File: src/rtl/mwdma_pkg.sv
package mwdma_pkg;

  localparam int unsigned FIELD_W = 4;

  typedef enum logic [2:0] {
    ST_IDLE  = 3'd0,
    ST_SETUP = 3'd1,
    ST_PULSE = 3'd2,
    ST_RECOV = 3'd3,
    ST_DONE  = 3'd4
  } phase_e;

  typedef struct packed {
    logic               udma;
    logic [FIELD_W-1:0] setup;
    logic [FIELD_W-1:0] wr_pulse;
    logic [FIELD_W-1:0] wr_recov;
    logic [FIELD_W-1:0] rd_pulse;
    logic [FIELD_W-1:0] rd_recov;
  } timing_t;

endpackage

File: src/rtl/mwdma_cfg_decode.sv
module mwdma_cfg_decode
  import mwdma_pkg::*;
(
  input  logic [31:0] cfg,
  output timing_t     tim
);
  // Field positions are fixed by the timing word layout.
  localparam int unsigned SEL_BIT = 20;

  logic unused_hi_bits;
  assign unused_hi_bits = ^cfg[31:SEL_BIT+1];

  always_comb begin
    tim.udma     = cfg[SEL_BIT];
    tim.setup    = cfg[3:0];
    tim.wr_pulse = cfg[7:4];
    tim.wr_recov = cfg[11:8];
    tim.rd_pulse = cfg[15:12];
    tim.rd_recov = cfg[19:16];
  end

endmodule

File: src/rtl/mwdma_phase_timer.sv
module mwdma_phase_timer #(
  parameter int unsigned W = 4
) (
  input  logic         clk,
  input  logic         rst,
  input  logic         load,
  input  logic [W-1:0] load_val,
  output logic         expired
);
  logic [W-1:0] cnt;

  always_ff @(posedge clk) begin
    if (rst)               cnt <= '0;
    else if (load)         cnt <= load_val;
    else if (cnt != '0)    cnt <= cnt - 1'b1;
  end

  assign expired = (cnt == '0);

  // a loaded count walks down by one per clock until zero
  assert_timer_step_R3: assert property (@(posedge clk) disable iff (rst)
    (!load && cnt != '0) |=> (cnt == $past(cnt) - 1'b1));

endmodule

File: src/rtl/mwdma_burst_seq.sv
module mwdma_burst_seq
  import mwdma_pkg::*;
#(
  parameter int unsigned CNT_W = 16
) (
  input  logic               clk,
  input  logic               rst,
  input  logic               req_valid,
  input  logic               req_is_write,
  input  logic [CNT_W-1:0]   req_count,
  input  timing_t            tim,
  input  logic               tmr_expired,
  output logic               tmr_load,
  output logic [FIELD_W-1:0] tmr_val,
  output logic               dack_n,
  output logic               rd_n,
  output logic               wr_n,
  output logic               done
);
  phase_e             state, nxt;
  logic               dir_wr_q;
  logic [FIELD_W-1:0] pulse_q, recov_q;
  logic [CNT_W-1:0]   words_left;
  logic               accept;

  assign accept = (state == ST_IDLE) && req_valid && !tim.udma;

  always_comb begin
    nxt      = state;
    tmr_load = 1'b0;
    tmr_val  = '0;
    unique case (state)
      ST_IDLE: if (accept) begin
        if (req_count == '0) nxt = ST_DONE;
        else begin
          nxt      = ST_SETUP;
          tmr_load = 1'b1;
          tmr_val  = tim.setup;
        end
      end
      ST_SETUP: if (tmr_expired) begin
        nxt      = ST_PULSE;
        tmr_load = 1'b1;
        tmr_val  = pulse_q;
      end
      ST_PULSE: if (tmr_expired) begin
        nxt      = ST_RECOV;
        tmr_load = 1'b1;
        tmr_val  = recov_q;
      end
      ST_RECOV: if (tmr_expired) begin
        if (words_left == CNT_W'(1)) nxt = ST_DONE;
        else begin
          nxt      = ST_PULSE;
          tmr_load = 1'b1;
          tmr_val  = pulse_q;
        end
      end
      ST_DONE: nxt = ST_IDLE;
      default: nxt = ST_IDLE;
    endcase
  end

  always_ff @(posedge clk) begin
    if (rst) begin
      state      <= ST_IDLE;
      dir_wr_q   <= 1'b0;
      pulse_q    <= '0;
      recov_q    <= '0;
      words_left <= '0;
    end else begin
      state <= nxt;
      if (accept) begin
        dir_wr_q   <= req_is_write;
        pulse_q    <= req_is_write ? tim.wr_pulse : tim.rd_pulse;
        recov_q    <= req_is_write ? tim.wr_recov : tim.rd_recov;
        words_left <= req_count;
      end else if (state == ST_RECOV && tmr_expired) begin
        words_left <= words_left - 1'b1;
      end
    end
  end

  // Registered outputs derived from the next phase.
  always_ff @(posedge clk) begin
    if (rst) begin
      dack_n <= 1'b1;
      rd_n   <= 1'b1;
      wr_n   <= 1'b1;
      done   <= 1'b0;
    end else begin
      dack_n <= !(nxt == ST_SETUP || nxt == ST_PULSE || nxt == ST_RECOV);
      rd_n   <= !(nxt == ST_PULSE && !dir_wr_q);
      wr_n   <= !(nxt == ST_PULSE && dir_wr_q);
      done   <= (nxt == ST_DONE);
    end
  end

  // a request with the Ultra DMA select set leaves the controller idle
  assert_udma_ignored_R2: assert property (@(posedge clk) disable iff (rst)
    (state == ST_IDLE && req_valid && tim.udma) |=> (state == ST_IDLE));

  // strobes never overlap and only occur under acknowledge
  assert_strobe_excl_R8: assert property (@(posedge clk) disable iff (rst)
    !(!rd_n && !wr_n));
  assert_strobe_in_dack_R8: assert property (@(posedge clk) disable iff (rst)
    (!rd_n || !wr_n) |-> !dack_n);

  // done is a single clock with acknowledge released
  assert_done_single_R9: assert property (@(posedge clk) disable iff (rst)
    done |=> !done);
  assert_done_dack_R9: assert property (@(posedge clk) disable iff (rst)
    done |-> dack_n);

endmodule

File: src/rtl/mwdma_strobe_gen.sv
module mwdma_strobe_gen
  import mwdma_pkg::*;
#(
  parameter int unsigned CNT_W = 16
) (
  input  logic             clk,
  input  logic             rst,
  input  logic             req_valid,
  input  logic             req_is_write,
  input  logic [CNT_W-1:0] req_count,
  input  logic [31:0]      cfg_word,
  output logic             dack_n,
  output logic             rd_n,
  output logic             wr_n,
  output logic             done
);
  timing_t            tim;
  logic               tmr_load;
  logic [FIELD_W-1:0] tmr_val;
  logic               tmr_expired;

  mwdma_cfg_decode u_decode (
    .cfg (cfg_word),
    .tim (tim)
  );

  mwdma_phase_timer #(.W(FIELD_W)) u_timer (
    .clk      (clk),
    .rst      (rst),
    .load     (tmr_load),
    .load_val (tmr_val),
    .expired  (tmr_expired)
  );

  mwdma_burst_seq #(.CNT_W(CNT_W)) u_seq (
    .clk          (clk),
    .rst          (rst),
    .req_valid    (req_valid),
    .req_is_write (req_is_write),
    .req_count    (req_count),
    .tim          (tim),
    .tmr_expired  (tmr_expired),
    .tmr_load     (tmr_load),
    .tmr_val      (tmr_val),
    .dack_n       (dack_n),
    .rd_n         (rd_n),
    .wr_n         (wr_n),
    .done         (done)
  );

endmodule

File: config.mk
export PLATFORM = sky130hd
export DESIGN_NAME = mwdma_strobe_gen
export DESIGN_NICKNAME = d
export VERILOG_FILES = /design/src/rtl/mwdma_pkg.sv /design/src/rtl/mwdma_cfg_decode.sv /design/src/rtl/mwdma_phase_timer.sv /design/src/rtl/mwdma_burst_seq.sv /design/src/rtl/mwdma_strobe_gen.sv
export SDC_FILE = /design/constraint.sdc
export NUM_CORES = 1
export LEC_CHECK = 0
export CAP_MARGIN = 10
export CORE_ASPECT_RATIO = 2
export CORE_UTILIZATION = 50
export CTS_CLUSTER_DIAMETER = 80
export DETAILED_ROUTE_END_ITERATION = 6
export PLACE_DENSITY = 0.93
export SYNTH_ARGS = -nofsm -noshare
export SYNTH_HDL_FRONTEND = slang
export SYNTH_SLANG_ARGS = --single-unit
export TNS_END_PERCENT = 30
File: constraint.sdc
create_clock -name clk -period 5.8 [get_ports clk]
set_input_delay 1.16 -clock clk [delete_from_list [all_inputs] [get_ports clk]]
set_output_delay 1.16 -clock clk [all_outputs]
set_load 0.05 [all_outputs]
# --- Word-level counts from Yosys, hierarchy flattened ---
# Index checks and enable logic that the tools add are counted.
totals:
  ff_bits: 36
  latchBits: 0
  ramBits: 0
  mem_bits_ro: 0
  inputBits: 52
  elab_cells: 65
  memories: 0
classes:
  add_sub_neg: 2
  n_mul: 0
  n_div: 0
  order_cmp: 0
  eq_ne: 8
  shift: 0
  n_mux: 26
  n_bitwise: 0
  reduce_logical: 19
ops:
  columns: ["cell", "n"]
  rows:
  - ["$mux 4", 10]
  - ["$mux 16", 2]
  - ["$mux 3", 6]
  - ["$eq 16x1->1 const B", 1]
  - ["$logic_not 16->1", 1]
  - ["$pmux 4 s4", 1]
  - ["$sub 16x1->16 const B", 1]
  - ["$eq 3x2->1 const B", 4]
  - ["$pmux 3 s4", 1]
  - ["$eq 3x1->1 const B", 2]
  - ["$logic_and 1x1->1", 5]
  - ["$logic_not 1->1", 5]
  - ["$mux 1", 5]
  - ["$logic_not 4->1", 1]
  - ["$reduce_bool 2->1", 2]
  - ["$reduce_bool 4->1", 1]
  - ["$sub 4x1->4 const B", 1]
  - ["$eq 3x3->1 const B", 1]
  - ["$logic_not 3->1", 1]
  - ["$pmux 1 s3", 1]
  - ["$logic_or 1x1->1", 2]
  - ["$reduce_or 2->1", 1]

# --- Longest topological paths before layout ---
# Gate-level depths: netlist of the first run.
depth:
  ltp_word: 9
  depth_mapped: 9

# --- By module ---
# Synthesis of the first run repeated with hierarchy kept, for this count alone.
unflattened:
  hier_cells: 244
  hier_area_um2: 2084.5
modules_own_cells:
  columns: ["module", "instances", "cells_per_inst", "area_each_um2", "seq_area_each_um2"]
  rows:
  - ["mwdma_burst_seq", 1, 199, 1697.9, 640.6]
  - ["mwdma_phase_timer", 1, 24, 229.0, 80.1]
  - ["mwdma_cfg_decode", 1, 21, 157.7, 0.0]

# --- Worst setup path after synthesis of the first run ---
# Ideal clock, no wire load.
synth_path:
  path_type: "input-to-reg"
  startpoint: "input port req_count[9]"
  endpoint: "register u_timer.cnt[0]"
  setup_time_ps: 132
  arrival_ps: 2112
  t_required_ps: 5668
  path_slack_ps: 3555
  stages: 5
  path_buffers: 0
  cell_sequence: "nor4_1 > and4_1 > nor2_1 > a222oi_1 > a21oi_1"
synth_between:
  elab_chain_cells: 5
  elab_cells_between_ends: 9
synth_rtl:
  columns: ["item", "line_no", "text"]
  rows:
  - ["start, declared", "mwdma_strobe_gen.sv:10", "input logic [CNT_W-1:0] req_count,"]
  - ["$logic_not 16->1 *", "mwdma_burst_seq.sv:34", "if (req_count == '0) nxt = ST_DONE;"]
  - ["$mux 4 / $mux 1 (equally long branches)", "mwdma_burst_seq.sv:34", null]
  - ["$mux 4 / $mux 1 (equally long branches)", "mwdma_burst_seq.sv:33", "ST_IDLE: if (accept) begin"]
  - ["$pmux 4 s4 / $pmux 1 s3 (equally long branches)", "mwdma_burst_seq.sv:32", "unique case (state)"]
  - ["$mux 4 / $reduce_bool 2->1 (equally long branches)", null, null]
  - ["end signal, assigned", "mwdma_phase_timer.sv:14", "else if (load) cnt <= load_val;"]
  - ["end signal, assigned", "mwdma_phase_timer.sv:15", "else if (cnt != '0) cnt <= cnt - 1'b1;"]
  - ["end, declared", "mwdma_phase_timer.sv:10", "logic [W-1:0] cnt;"]
# Mark *: on every way between the ends. The rest lies on a longest branch, timed or not.
# A chain may end at the register's enable or synchronous reset.

# --- Final worst setup path of the first run ---
layout_path:
  startpoint: "input port req_valid"
  endpoint: "register u_seq.rd_n"
layout_between:
  elab_chain_cells: 7
layout_rtl:
  columns: ["item", "line_no", "text"]
  rows:
  - ["start, declared", "mwdma_strobe_gen.sv:8", "input logic req_valid,"]
  - ["$logic_and 1x1->1 (2 in series)", "mwdma_burst_seq.sv:26", "assign accept = (state == ST_IDLE) && req_valid && !tim.udma;"]
  - ["$mux 3", "mwdma_burst_seq.sv:33", null]
  - ["$pmux 3 s4", "mwdma_burst_seq.sv:32", null]
  - ["$eq 3x2->1", "mwdma_burst_seq.sv:93", "rd_n <= !(nxt == ST_PULSE && !dir_wr_q);"]
  - ["$logic_and 1x1->1", "mwdma_burst_seq.sv:93", null]
  - ["$logic_not 1->1", "mwdma_burst_seq.sv:93", null]
  - ["end signal, assigned", "mwdma_burst_seq.sv:93", null]
  - ["end, declared", "mwdma_burst_seq.sv:16", "output logic rd_n,"]
# Every way passes these cells.

==> results.cfg, run 1 <==
[clocking]
cts_root_buf = clkbuf_8
cts_resized = 0
htreeDepth = 2
insertion_delay_ps = 280
cts.sinks = 36
clkTransAtPathRegs_ps = 70
postCtsSetupBuffers = 0
cts_buffers = 5
hold_buffers = 0
tritoncts = built
clk_path_buf_depth = 2

[route]
routedWlPerCell_um = 14.9
drt_iter0_drc = 61
drcViolationCount = 0
dr.pass1.iters = 4
via_per_inst = 5.96
num_vias = 1788
postRouteWirelength_um = 4470
ant_nets = 0

[yosys]
syn_nets = 270
avgSynthCellArea_um2 = 8.70
ys_ff_latch = 36
ys.warnings.count = 0
synth_edf_count = 0
synthFlopType = dfxtp_1
ys_types = 48
ys_seq_area_share_pct = 38.7
synth-async-reset-ratio_pct = 0
netlist_area_mm2 = 0.00186
syn_inst = 214

[grt]
grt_max_degree = 35
use_met1_pct = 26.7
grt_pass1_vias = 1734
use_met3_pct = 6.53
grt_most_used_layer = met2
overflow = 0
antenna_found_initial = 0
grt_first_pass_wirelength_um = 7450
grt_util_met2_pct = 43.6
track_usage_pct = 25.4

[sta]
fin_tns_setup_ps = 0
fmax_ghz = 0.350
slew_headroom_pct = 29.9
fin_worst_skew_ps = 9.26
min_period_ps = 2850
whs_ps = 428
setup_violations = 0
rsz0062_at_grt = false
layout_setup_ws_ps = 2950
timing.final.max_slew_violations = 0
worst_slew_pin_slew_ps = 1050
hold_violations = 0
post-route-period-util_pct = 49.2

[placement]
place_congestion = 0.914
place.port_buffers = 44
dpl.hpwl_um = 3400
placed_area_mm2 = 0.00230
place_ws_ps = 2690

[power]
p_int_uw = 486
p_leak_nw = 0.839
p_per_area_mw_per_mm2 = 309
swShare_pct = 33.7
pwr-share-seq_pct = 42.4
fin_total_pwr_uw = 733
p_comb_share_pct = 35.3
ir_worst_vdd_mv = 0.272
p_switching_uw = 247
clkPwrFrac_pct = 22.3

[cells_and_area]
fin_nets = 307
layout_commonest_cell = clkdlybuf4s50_1
drive_gt1_share_pct = 4.78
antenna_cells = 0
design_area_mm2 = 0.00237
syn_to_final_growth_pct = 27.6
fill_cells = 311
final_cell_mix = clkdlybuf4s50_1, dfxtp_1, nor2_1

[critical_path]
reg2reg_depth = 5
rr_endpoint = u_seq.rd_n
arrival_ps = 3070
required_ps = 6020
critical_path_peak_fanout = 32
start_kind = primary input
rrSetupSlack_ps = 3430
critPathCaptureType = flip-flop
startpoint = req_valid
r2r-start = u_seq.state[2]
worstSetupPathType = primary input to flip-flop

[floorplanning]
num_rows = 31
ios = 56
start_util_pct = 52.2
die-area_mm2 = 0.00399
coreArea_mm2 = 0.00357
die_x_um = 45.2
die_y_um = 88.3

[flow_run]
maxCapViolations = 0

[worst_hold_path]
hold_path_end = u_seq.wr_n
hp-class = flip-flop to flip-flop
holdPathStages = 1
hold_start = u_seq.dir_wr_q

[outcome]
run_status = complete, no violations
-- cell families after synthesis --
logic type	Yosys count	synth area share (%)
compound gates	61	23.1
xor+xnor	4	1.88
fa+ha+maj	4	2.69
buf+inv	20	4.97
flops	36	38.7
mux	8	4.30
simple gates	81	24.4
-- Yosys cell counts, types with 2 or more instances --
| master | number | area, µm² |
|---|---|---|
| nand3b_1 | 4 | 30.0 |
| o311ai_0 | 4 | 35.0 |
| a211oi_1 | 10 | 75.1 |
| nor2b_1 | 2 | 12.5 |
| or3_1 | 10 | 62.6 |
| o2bb2a_1 | 2 | 20.0 |
| clkbuf_1 | 9 | 33.8 |
| buf_4 | 2 | 15.0 |
| o21ai_0 | 2 | 10.0 |
| a32oi_1 | 3 | 26.3 |
| a22oi_1 | 3 | 22.5 |
| a21oi_1 | 17 | 85.1 |
| nor4_1 | 4 | 25.0 |
| mux2i_1 | 8 | 80.1 |
| xnor2_1 | 3 | 26.3 |
| ha_1 | 4 | 50.1 |
| nor3b_1 | 2 | 15.0 |
| a222oi_1 | 3 | 30.0 |
| nand3_1 | 6 | 30.0 |
| o211ai_1 | 5 | 37.5 |
| inv_1 | 5 | 18.8 |
| nor3_1 | 5 | 25.0 |
| dfxtp_1 | 36 | 721 |
| a21o_1 | 2 | 15.0 |
| nand2_1 | 15 | 56.3 |
| a31oi_1 | 6 | 37.5 |
| nor2_1 | 21 | 78.8 |
-- critical path, stage by stage --
cell	delay, ps
clkdlybuf4s50_1	480
and3b_1	860
a32oi_1	230
nor2b_1	230
nand4b_1	110
-- metrics by stage --
step                      instances  util (%)
after detailed placement        293      64.4
after CTS                       300      66.5
final                           300      66.5
after global placement          293      64.4
after global routing            300      66.5
after floorplan                 214         -
-- metal layers --
layer	share of wire [%]	wire, µm	vias up
li1	-	-	879
met1	37	1650	839
met2	57	2530	55
met3	3.0	134	15
met4	3.4	151	0
met5	0	0	-
-- worst max path at each step --
stage | endpoint | slack (ps) | cells past startpoint
floorplan | u_timer.cnt[0] | 3560 | 5
global placement | u_seq.rd_n | 2690 | 5
detailed placement | u_seq.rd_n | 2690 | 5
CTS | u_seq.rd_n | 2980 | 5
global route | u_seq.dack_n | 2730 | 5
finish | u_seq.rd_n | 2950 | 5
-- registers in the layout, summed over array words and instances, names as in the netlist --
signal,cells
u_seq.done,1
u_seq.dir_wr_q,1
u_seq.wr_n,1
u_seq.state,3
u_seq.pulse_q,4
u_timer.cnt,4
u_seq.dack_n,1
u_seq.rd_n,1
u_seq.recov_q,4
u_seq.words_left,16
-- layout make-up --
type / instances / area (µm²) / share of cell area, %
Multi-Input combinational cell: 158 / 1050 / 44.2
Timing Repair Buffer: 45 / 448 / 18.9
Clock inverter: 1 / 5.00 / 0.211
Clock buffer: 6 / 72.6 / 3.06
Inverter: 5 / 18.8 / 0.790
Tap cell: 49 / 61.3 / 2.58
Sequential cell: 36 / 721 / 30.3
-- power by group through the flow --
| stage | Clock, mW | Combinational (mW) | Sequential, mW |
|---|---|---|---|
| floorplan | 0 | 0.181 | 0.322 |
| global placement | 0 | 0.249 | 0.314 |
| detailed placement | 0 | 0.256 | 0.316 |
| CTS | 0.166 | 0.259 | 0.311 |
| global route | 0.178 | 0.290 | 0.315 |
| finish | 0.163 | 0.259 | 0.311 |
Note: power is estimated with default switching activity, not from simulation.
==> run 2, diff against run 1 <==
- CORE_UTILIZATION: 50 -> 47
- PLACE_DENSITY: 0.93 -> 0.89
- clock period: 5.8 -> 2.9 ns (I/O delays scaled with it)
==> results.cfg, run 2 (synthesized netlist as in run 1, its figures left out) <==
[outcome]
run_status = complete, no violations

[clocking]
cts_root_buf = clkbuf_8
htreeDepth = 2
postCtsSetupBuffers = 0
clkTransAtPathRegs_ps = 70
cts_buffers = 5
cts_resized = 0
insertion_delay_ps = 290
tritoncts = built
cts.sinks = 36
clk_path_buf_depth = 2
hold_buffers = 0

[placement]
place_congestion = 0.822
dpl.hpwl_um = 3470
place_ws_ps = 496
place.port_buffers = 44
dp_cells = 299
placed_area_mm2 = 0.00233

[cells_and_area]
antenna_cells = 0
final_util_pct = 63.8
final_cell_mix = clkdlybuf4s50_1, dfxtp_1, nor2_1
regMostFlops = u_seq.words_left
largest_reg_flops = 16
final_cells = 306
layout_commonest_cell = clkdlybuf4s50_1
design_area_mm2 = 0.00243
fin_nets = 311
drive_gt1_share_pct = 6.67
fill_cells = 310
syn_to_final_growth_pct = 30.3

[critical_path]
critPathCaptureType = flip-flop
critPathBufInv = 1
crit_family = simple AND/OR/NAND/NOR gates
rrSetupSlack_ps = 720
rr_endpoint = u_seq.words_left[3]
start_kind = flip-flop
crit_chain = inv_1 > ha_1 > nand4bb_1 > or3_1 > or4_1 > a31oi_1
slowest_delay_ps = 520
startpoint = u_timer.cnt[0]
required_ps = 3110
critical_path_peak_fanout = 8
critPathSlowestCell = or3_1
reg2reg_depth = 6
r2r-start = u_timer.cnt[0]
arrival_ps = 2390
worstSetupPathType = flip-flop to flip-flop

[sta]
whs_ps = 420
fmax_ghz = 0.458
worst_slew_pin_slew_ps = 706
layout_setup_ws_ps = 718
fin_worst_skew_ps = 10.9
setup_violations = 0
hold_violations = 0
timing.final.max_slew_violations = 0
post-route-period-util_pct = 75.2
slew_headroom_pct = 52.6
min_period_ps = 2180
rsz0062_at_grt = false
fin_tns_setup_ps = 0

[route]
via_per_inst = 5.89
dr.pass1.iters = 4
ant_nets = 0
routedWlPerCell_um = 15.0
postRouteWirelength_um = 4600
num_vias = 1803
drcViolationCount = 0
drt_iter0_drc = 60

[power]
p_per_area_mw_per_mm2 = 638
fin_total_pwr_mw = 1.55
ir_worst_vdd_mv = 0.418
p_leak_nw = 0.869

[floorplanning]
coreArea_mm2 = 0.00380
num_rows = 32
die_y_um = 91.0
die-area_mm2 = 0.00423
die_x_um = 46.5
start_util_pct = 48.9
ios = 56

[worst_hold_path]
hp-class = flip-flop to flip-flop
holdPathStages = 1
hold_path_end = u_seq.wr_n
hold_start = u_seq.dir_wr_q

[flow_run]
maxCapViolations = 0

[grt]
grt_first_pass_wirelength_um = 7420
grt_max_degree = 20
antenna_found_initial = 0
track_usage_pct = 23.8
grt_pass1_vias = 1821
overflow = 0
==> run 2: cell types whose count changed in the layout (fill, tap and decap cells not counted), sizes merged <==
cell    previous run  this run
buf                1         5
clkbuf             6         7
clkinv             1         0
==> run 2: how the worst max path moves through the flow <==
stage | endpoint | slack [ps] | cells after the start
floorplan | u_seq.rd_n | 980 | 7
global placement | u_timer.cnt[3] | 510 | 6
detailed placement | u_timer.cnt[1] | 500 | 6
CTS | u_seq.words_left[3] | 720 | 6
global route | u_seq.words_left[9] | 560 | 8
finish | u_seq.words_left[3] | 720 | 6
==> run 2: routing by layer <==
metal | GRT usage (%) | up-vias | wire length (µm)
met5 | 0 | - | 0
met4 | 15.9 | 0 | 184
met2 | 39.8 | 64 | 2550
met3 | 4.57 | 17 | 183
met1 | 24.5 | 838 | 1690
li1 | - | 884 | -
==> run 2: final cells by class <==
| cell class | count | area [µm²] | area share, % |
|---|---|---|---|
| clock buffer | 7 | 96.3 | 3.97 |
| tap | 51 | 63.8 | 2.63 |
| multi-input combinational | 158 | 1050 | 43.2 |
| sequential | 36 | 721 | 29.7 |
| timing repair buffer | 49 | 478 | 19.7 |
| inverter | 5 | 18.8 | 0.774 |
==> run 2: where the power goes <==
group	leakage [nW]	switching, mW	total (mW)	internal [mW]
combinational	0.523	0.283	0.543	0.260
clock	0.0503	0.171	0.382	0.211
sequential	0.295	0.0556	0.622	0.567
total	0.869	0.510	1.55	1.04
